==> src/rtl/cprdy_pkg.sv <==
// Package: shared types and helpers for the coprocessor ready generator.
// Assumes nothing beyond IEEE 1800-2017 constant functions.
package cprdy_pkg;

    // Snapshot of the qualifiers captured in the first period of a cycle.
    typedef struct packed {
        logic sel;  // cycle targets this block
        logic wr;   // 1 = write
        logic cmd;  // command qualifier active (cmd_n was low)
    } cyc_info_t;

    // Largest of three clock counts, used to size the cycle counter.
    function automatic int max3(input int a, input int b, input int c);
        int m;
        m = (a > b) ? a : b;
        return (m > c) ? m : c;
    endfunction

endpackage

==> src/rtl/cprdy_cycle_trk.sv <==
// Module: cprdy_cycle_trk
// Opens a cycle record on cyc_start, qualifies the selects, picks the cycle
// length and counts clocks until the shared bus ready is sampled active.
// Assumes cyc_start is only raised while no cycle is open.
module cprdy_cycle_trk
    import cprdy_pkg::*;
#(
    parameter int WR_CLKS   = 2,
    parameter int RD_CLKS   = 3,
    parameter int LONG_CLKS = 3
) (
    input  logic      clk,
    input  logic      rst_n,
    input  logic      cyc_start,
    input  logic      chip_en,
    input  logic      sel_io_n,
    input  logic      sel_addr,
    input  logic      wr_cycle,
    input  logic      cmd_n,
    input  logic      bus_rdy_n,
    input  logic      long_wr,
    output logic      in_cyc,
    output cyc_info_t info,
    output logic      rdy_act,
    output logic      cyc_end
);
    localparam int CNT_MAX = max3(WR_CLKS, RD_CLKS, LONG_CLKS);
    localparam int CNT_W   = $clog2(CNT_MAX + 1);
    localparam logic [CNT_W-1:0] WR_TGT   = CNT_W'(WR_CLKS - 1);
    localparam logic [CNT_W-1:0] RD_TGT   = CNT_W'(RD_CLKS - 1);
    localparam logic [CNT_W-1:0] LONG_TGT = CNT_W'(LONG_CLKS - 1);
    localparam logic [CNT_W-1:0] CNT_TOP  = CNT_W'(CNT_MAX);

    logic [CNT_W-1:0] cnt_q;
    logic [CNT_W-1:0] tgt_q;
    logic [CNT_W-1:0] tgt_d;
    logic             start_ok;

    // Accept a new cycle only when none is open.
    assign start_ok = cyc_start && !in_cyc;

    // Select the clock index at which ready is due for the new cycle.
    always_comb begin
        if (!wr_cycle)              tgt_d = RD_TGT;
        else if (long_wr && cmd_n)  tgt_d = LONG_TGT;
        else                        tgt_d = WR_TGT;
    end

    // Cycle record: open, count and close on sampled bus ready.
    always_ff @(posedge clk) begin
        if (!rst_n) begin
            in_cyc <= 1'b0;
            info   <= '0;
            cnt_q  <= '0;
            tgt_q  <= '0;
        end else if (start_ok) begin
            in_cyc   <= 1'b1;
            info.sel <= chip_en && !sel_io_n && sel_addr;
            info.wr  <= wr_cycle;
            info.cmd <= !cmd_n;
            cnt_q    <= CNT_W'(1);
            tgt_q    <= tgt_d;
        end else if (in_cyc) begin
            if (!bus_rdy_n) begin
                in_cyc <= 1'b0;
                info   <= '0;
            end else if (cnt_q != CNT_TOP) begin
                cnt_q <= cnt_q + CNT_W'(1);
            end
        end
    end

    assign rdy_act = in_cyc && info.sel && (cnt_q >= tgt_q);
    assign cyc_end = in_cyc && !bus_rdy_n;

    AST_STRETCH_HOLDS: assert property (@(posedge clk) disable iff (!rst_n)
        (in_cyc && bus_rdy_n) |=> in_cyc);

    AST_CLOSE_ON_READY: assert property (@(posedge clk) disable iff (!rst_n)
        (in_cyc && !bus_rdy_n && !cyc_start) |=> !in_cyc);

endmodule

==> src/rtl/cprdy_burst_ctl.sv <==
// Module: cprdy_burst_ctl
// Paces the operand request in bursts of BURST_WORDS operand writes and
// flags which block-transfer writes need the long ready timing.
// Assumes fifo_room2 is only meaningful while a burst is held off.
module cprdy_burst_ctl #(
    parameter int BURST_WORDS = 2
) (
    input  logic clk,
    input  logic rst_n,
    input  logic blk_mode,
    input  logic fifo_room2,
    input  logic dat_wr_done,
    output logic opreq,
    output logic long_wr
);
    localparam int BW_W = (BURST_WORDS > 1) ? $clog2(BURST_WORDS) : 1;
    localparam logic [BW_W-1:0] LAST_IDX = BW_W'(BURST_WORDS - 1);

    logic [BW_W-1:0] widx_q;
    logic            first_q;
    logic            hold_q;

    // Burst bookkeeping: word index, first-word flag and hold-off.
    always_ff @(posedge clk) begin
        if (!rst_n || !blk_mode) begin
            widx_q  <= '0;
            first_q <= 1'b1;
            hold_q  <= 1'b0;
        end else if (dat_wr_done) begin
            first_q <= 1'b0;
            if (widx_q == LAST_IDX) begin
                widx_q <= '0;
                hold_q <= 1'b1;
            end else begin
                widx_q <= widx_q + BW_W'(1);
            end
        end else if (hold_q && fifo_room2) begin
            hold_q <= 1'b0;
        end
    end

    assign opreq   = blk_mode && !hold_q;
    assign long_wr = blk_mode && (first_q || (widx_q == LAST_IDX));

    AST_BURST_PAUSE: assert property (@(posedge clk) disable iff (!rst_n)
        (dat_wr_done && blk_mode && widx_q == LAST_IDX) |=> !opreq);

    AST_NO_REQ_IDLE: assert property (@(posedge clk) disable iff (!rst_n)
        !blk_mode |-> !opreq);

endmodule

==> src/rtl/cprdy_out_gate.sv <==
// Module: cprdy_out_gate
// Forms the pad values and their enables; chip_en gates every enable.
// Assumes the pad drivers themselves live outside this block.
module cprdy_out_gate (
    input  logic chip_en,
    input  logic rdy_act,
    input  logic opreq,
    input  logic core_busy,
    input  logic core_err,
    input  logic rd_open,
    output logic rdy_n_o,
    output logic rdy_oe,
    output logic opreq_o,
    output logic opreq_oe,
    output logic busy_n_o,
    output logic busy_oe,
    output logic err_n_o,
    output logic err_oe,
    output logic data_oe
);
    // Values and chip-enable-gated enables.
    always_comb begin
        rdy_n_o  = !rdy_act;
        opreq_o  = opreq;
        busy_n_o = !core_busy;
        err_n_o  = !core_err;
        rdy_oe   = chip_en;
        opreq_oe = chip_en;
        busy_oe  = chip_en;
        err_oe   = chip_en;
        data_oe  = chip_en && rd_open;
    end

endmodule

==> src/rtl/cprdy_top.sv <==
// Module: cprdy_top
// Slave-side bus-cycle tracker and ready generator for a coprocessor.
// Assumes a single clock, with cyc_start marking the first period of each
// host cycle and all qualifiers held steady until the cycle closes.
module cprdy_top
    import cprdy_pkg::*;
#(
    parameter int WR_CLKS     = 2,
    parameter int RD_CLKS     = 3,
    parameter int LONG_CLKS   = 3,
    parameter int BURST_WORDS = 2
) (
    input  logic clk,
    input  logic rst_n,
    input  logic cyc_start,
    input  logic chip_en,
    input  logic sel_io_n,
    input  logic sel_addr,
    input  logic wr_cycle,
    input  logic cmd_n,
    input  logic bus_rdy_n,
    input  logic blk_mode,
    input  logic fifo_room2,
    input  logic core_busy,
    input  logic core_err,
    output logic rdy_n_o,
    output logic rdy_oe,
    output logic opreq_o,
    output logic opreq_oe,
    output logic busy_n_o,
    output logic busy_oe,
    output logic err_n_o,
    output logic err_oe,
    output logic data_oe,
    output logic op_wr_stb,
    output logic dat_wr_stb,
    output logic rd_ctl_sel
);
    cyc_info_t info;
    logic      in_cyc;
    logic      rdy_act;
    logic      cyc_end;
    logic      long_wr;
    logic      opreq;
    logic      sel_wr_end;
    logic      rd_open;

    cprdy_cycle_trk #(
        .WR_CLKS   (WR_CLKS),
        .RD_CLKS   (RD_CLKS),
        .LONG_CLKS (LONG_CLKS)
    ) u_trk (
        .clk       (clk),
        .rst_n     (rst_n),
        .cyc_start (cyc_start),
        .chip_en   (chip_en),
        .sel_io_n  (sel_io_n),
        .sel_addr  (sel_addr),
        .wr_cycle  (wr_cycle),
        .cmd_n     (cmd_n),
        .bus_rdy_n (bus_rdy_n),
        .long_wr   (long_wr),
        .in_cyc    (in_cyc),
        .info      (info),
        .rdy_act   (rdy_act),
        .cyc_end   (cyc_end)
    );

    // Transfer classification for the closing clock and for open reads.
    assign sel_wr_end = cyc_end && info.sel && info.wr;
    assign op_wr_stb  = sel_wr_end && info.cmd;
    assign dat_wr_stb = sel_wr_end && !info.cmd;
    assign rd_open    = in_cyc && info.sel && !info.wr;
    assign rd_ctl_sel = rd_open && info.cmd;

    cprdy_burst_ctl #(
        .BURST_WORDS (BURST_WORDS)
    ) u_burst (
        .clk         (clk),
        .rst_n       (rst_n),
        .blk_mode    (blk_mode),
        .fifo_room2  (fifo_room2),
        .dat_wr_done (dat_wr_stb),
        .opreq       (opreq),
        .long_wr     (long_wr)
    );

    cprdy_out_gate u_gate (
        .chip_en   (chip_en),
        .rdy_act   (rdy_act),
        .opreq     (opreq),
        .core_busy (core_busy),
        .core_err  (core_err),
        .rd_open   (rd_open),
        .rdy_n_o   (rdy_n_o),
        .rdy_oe    (rdy_oe),
        .opreq_o   (opreq_o),
        .opreq_oe  (opreq_oe),
        .busy_n_o  (busy_n_o),
        .busy_oe   (busy_oe),
        .err_n_o   (err_n_o),
        .err_oe    (err_oe),
        .data_oe   (data_oe)
    );

    AST_RDY_SELECTED_ONLY: assert property (@(posedge clk) disable iff (!rst_n)
        !rdy_n_o |-> (in_cyc && info.sel));

    AST_SHORT_WRITE: assert property (@(posedge clk) disable iff (!rst_n)
        (cyc_start && !in_cyc && chip_en && !sel_io_n && sel_addr && wr_cycle
         && !(long_wr && cmd_n)) |=> !rdy_n_o);

    AST_READ_NOT_EARLY: assert property (@(posedge clk) disable iff (!rst_n)
        (cyc_start && !in_cyc && chip_en && !sel_io_n && sel_addr && !wr_cycle)
         |=> rdy_n_o);

    AST_LONG_WRITE: assert property (@(posedge clk) disable iff (!rst_n)
        (cyc_start && !in_cyc && wr_cycle && cmd_n && long_wr) |=> rdy_n_o);

    AST_UNSEL_QUIET: assert property (@(posedge clk) disable iff (!rst_n)
        (cyc_start && !in_cyc && !(chip_en && !sel_io_n && sel_addr))
         |=> (rdy_n_o && !op_wr_stb && !dat_wr_stb));

    AST_DATA_OE_READ: assert property (@(posedge clk) disable iff (!rst_n)
        data_oe |-> (chip_en && in_cyc && info.sel && !info.wr));

endmodule

==> config.mk <==
export PLATFORM = sky130hd
export DESIGN_NAME = cprdy_top
export DESIGN_NICKNAME = d
export VERILOG_FILES = /design/src/rtl/cprdy_pkg.sv /design/src/rtl/cprdy_cycle_trk.sv /design/src/rtl/cprdy_burst_ctl.sv /design/src/rtl/cprdy_out_gate.sv /design/src/rtl/cprdy_top.sv
export SDC_FILE = /design/constraint.sdc
export NUM_CORES = 1
export LEC_CHECK = 0
export BUFFER_PORTS_ARGS = -buffer_cell sky130_fd_sc_hd__buf_2
export CAP_MARGIN = 20
export CORE_UTILIZATION = 41
export DETAILED_ROUTE_END_ITERATION = 6
export HOLD_SLACK_MARGIN = 0.15
export PLACE_DENSITY = 0.7
export SLEW_MARGIN = 20
export SYNTH_ARGS = -nofsm -noshare
export SYNTH_HDL_FRONTEND = slang
export SYNTH_SLANG_ARGS = --single-unit
==> constraint.sdc <==
create_clock -name clk -period 1 [get_ports clk]
set_clock_uncertainty 0.05 [all_clocks]
set_input_delay 0.1 -clock clk [delete_from_list [all_inputs] [get_ports clk]]
set_output_delay 0.1 -clock clk [all_outputs]
set_load 0.05 [all_outputs]
==> impl_metrics.json <==
{
  "synth.largest_area_cell": "dfxtp_1",
  "antenna_found_initial": 0,
  "path_class": "flop to output pin",
  "initial_core_util_pct": 45.59,
  "drt_iter0_drc": 8,
  "setup_viol": 16,
  "p_seq_share_pct": 42.9,
  "ioPinCount": 25,
  "clockBufferDepth": 2,
  "io_buffers": 24,
  "grt_setup_unrepaired": "yes",
  "viasPerCell": 5.323,
  "dieArea_um2": 1641,
  "hold_path_class": "primary input to flop",
  "cts_made_buffers": 3,
  "syn_avg_cell_area_um2": 8.565,
  "gr-total-overflow": 0,
  "dp_hpwl_um": 1015,
  "powerDensity_nw_per_um2": 965.5,
  "root_buffer": "clkbuf_4",
  "layout-drive-gt1-share_pct": 63.48,
  "slew_headroom_pct": 75.94,
  "drc_errors": 0,
  "synth_seq_area_share_pct": 36.21,
  "post-route-util_pct": 87.90,
  "grt_util_all_layers_pct": 26.63,
  "finalCritPeriodShare_pct": 158.6,
  "p_switching_uw": 349.1,
  "status": "finished, violations left",
  "start_kind": "flop",
  "clkSinkCount": 11,
  "mostFrequentLayoutCells": "18 x buf_2, 9 x dlygate4sd3_1, 7 x buf_6, 7 x buf_4, 5 x nand2_1",
  "syn_to_final_growth_pct": 92.80,
  "total_power_uw": 1132,
  "wl_per_cell_um": 15.93,
  "layout_commonest_cell": "buf_2",
  "swShare_pct": 30.84,
  "timing.final.ws_setup_ps": -586.2,
  "intPower_uw": 782.8,
  "power_frac_clock_pct": 26.6,
  "syn-cell-area_um2": 608.1,
  "preCtsSetupSlack_ps": -388.4,
  "clkLatencyLatePin_ps": 260,
  "power.leakage_uw": 0.0005618,
  "gp_congestion": 0.7219,
  "antennaDiodeCount": 0,
  "drv_slew": 0,
  "netlist_instances": 71,
  "syn_nets": 87,
  "max_freq_mhz": 630.5,
  "synth_cell_types": 28,
  "cp_data_arrival_time_ps": 1440,
  "synth_top_area_share_pct": 36.21,
  "drt-total-wl_um": 2071,
  "worstMarginPinSlew_ps": 361.0,
  "dr_total_vias": 692,
  "worstPathRequired_ps": 850,
  "htreeDepth": 1,
  "combPwrFrac_pct": 30.5,
  "grt_pass1_wl_um": 2753,
  "synthTopCellsByArea": "dfxtp_1 36%, a21boi_0 6.2%, ha_1 6.2%",
  "die_h_um": 40.51,
  "core_um2": 1334,
  "grt_pass1_vias": 624,
  "nets": 132,
  "cp-end-kind": "output pin",
  "fin_tns_setup_ps": -3053,
  "drtAntennaViolNets": 0,
  "yosysWarnings": 0,
  "period_minus_slack_ps": 1586,
  "hold_violations": 0,
  "drv_cap": 0,
  "die_w_um": 40.51,
  "grt_start_max_net_pins": 11,
  "ir_worst_vdd_uv": 830.1,
  "clk_pin_slew_worst_paths_ps": 70,
  "drt-pass1-iter-count": 4,
  "cts_tree": "built",
  "rows": 13,
  "violations": "setup timing",
  "ys_ff_latch": 11,
  "crit_path_max_fanout": 2
}
[power by group through the flow]
stage	Combinational (µW)	Clock, µW	Sequential, µW
after floorplan	153	0	487
after global placement	237	0	486
after detailed placement	242	0	488
after CTS	304	307	481
after global routing	370	329	487
final	345	301	485
[worst paths after layout]
check	startpoint	endpoint	slack, ps	cells past startpoint
min reg2reg	u_trk.tgt_q[0]	u_trk.tgt_q[0]	450	2
min	cyc_start	u_trk.in_cyc	140	3
max reg2reg	u_trk.cnt_q[0]	u_trk.cnt_q[0]	-320	5
max	u_trk.cnt_q[0]	rdy_n_o	-590	6
[cell families after synthesis]
logic type | synth area share [%]
compound gates | 14.40
xor+xnor | 1.441
fa+ha+maj | 6.173
buf+inv | 8.846
flops | 36.21
mux | 1.646
simple gates | 31.28
[layer usage]
layer | wire length [µm] | track usage [%] | vias to the layer above
met1 | 801 | 29.43 | 334
met2 | 1192 | 49.21 | 24
met4 | 10 | 10.00 | 0
met5 | 0 | 0 | -
met3 | 67 | 5.000 | 2
li1 | - | - | 332
[area by class of cell]
cell class / instances / area (µm²)
Multi-Input combinational cell: 50 / 486.7
Timing Repair Buffer: 46 / 389.1
Sequential cell: 11 / 236.5
Fill cell: 66 / 161.4
Clock buffer: 4 / 26.28
Tap cell: 15 / 18.77
Inverter: 4 / 15.01
[synthesized netlist by cell type]
cell / number
nand4b_4: 1
nand2_1: 7
nor2b_1: 1
nand2b_1: 3
o211ai_1: 1
ha_1: 3
and2b_2: 1
buf_2: 1
dfxtp_1: 11
xnor2_1: 1
and3_1: 2
nand3_1: 6
or3_1: 1
or2_2: 1
nor2_1: 4
o21ai_0: 3
nor3_1: 1
o21a_1: 1
a21boi_0: 5
a41o_1: 1
mux2i_1: 1
buf_4: 4
nand3b_1: 1
nand4b_1: 1
inv_1: 4
nor3b_1: 2
a21oi_1: 2
clkbuf_1: 1
[through the flow]
stage	hold slack (ps)	instance area, µm²	cells
2_1_floorplan	121.8	679.4	71
3_3_place_gp	277.4	853.3	113
3_5_place_dp	277.5	853.3	113
4_1_cts	135.3	1101	129
5_1_grt	165.8	1172	130
6_report	137.3	1172	130
[worst max-delay path, stage by stage, from the launching register on]
cell and delay [ps]:
dfxtp_2 340, inv_2 50, ha_4 250, nand2b_4 110, a21oi_2 40, or2_4 230
buf_8 150
[flip-flops by register name (all words and copies together) (netlist names)]
register / count
u_trk.info: 3
u_trk.tgt_q: 2
u_burst.hold_q: 1
u_trk.in_cyc: 1
u_burst.widx_q: 1
u_trk.cnt_q: 2
u_burst.first_q: 1
[repair_timing]
action                                  CTS  global route
endpoints found under the setup margin   15            17
endpoints found under the hold margin    11             0
gates resized for setup                  32            17
hold buffers                             10             0
pin swaps                                12             9
setup buffers                             2             2
No activity file was read; power rests on OpenSTA's default activity.
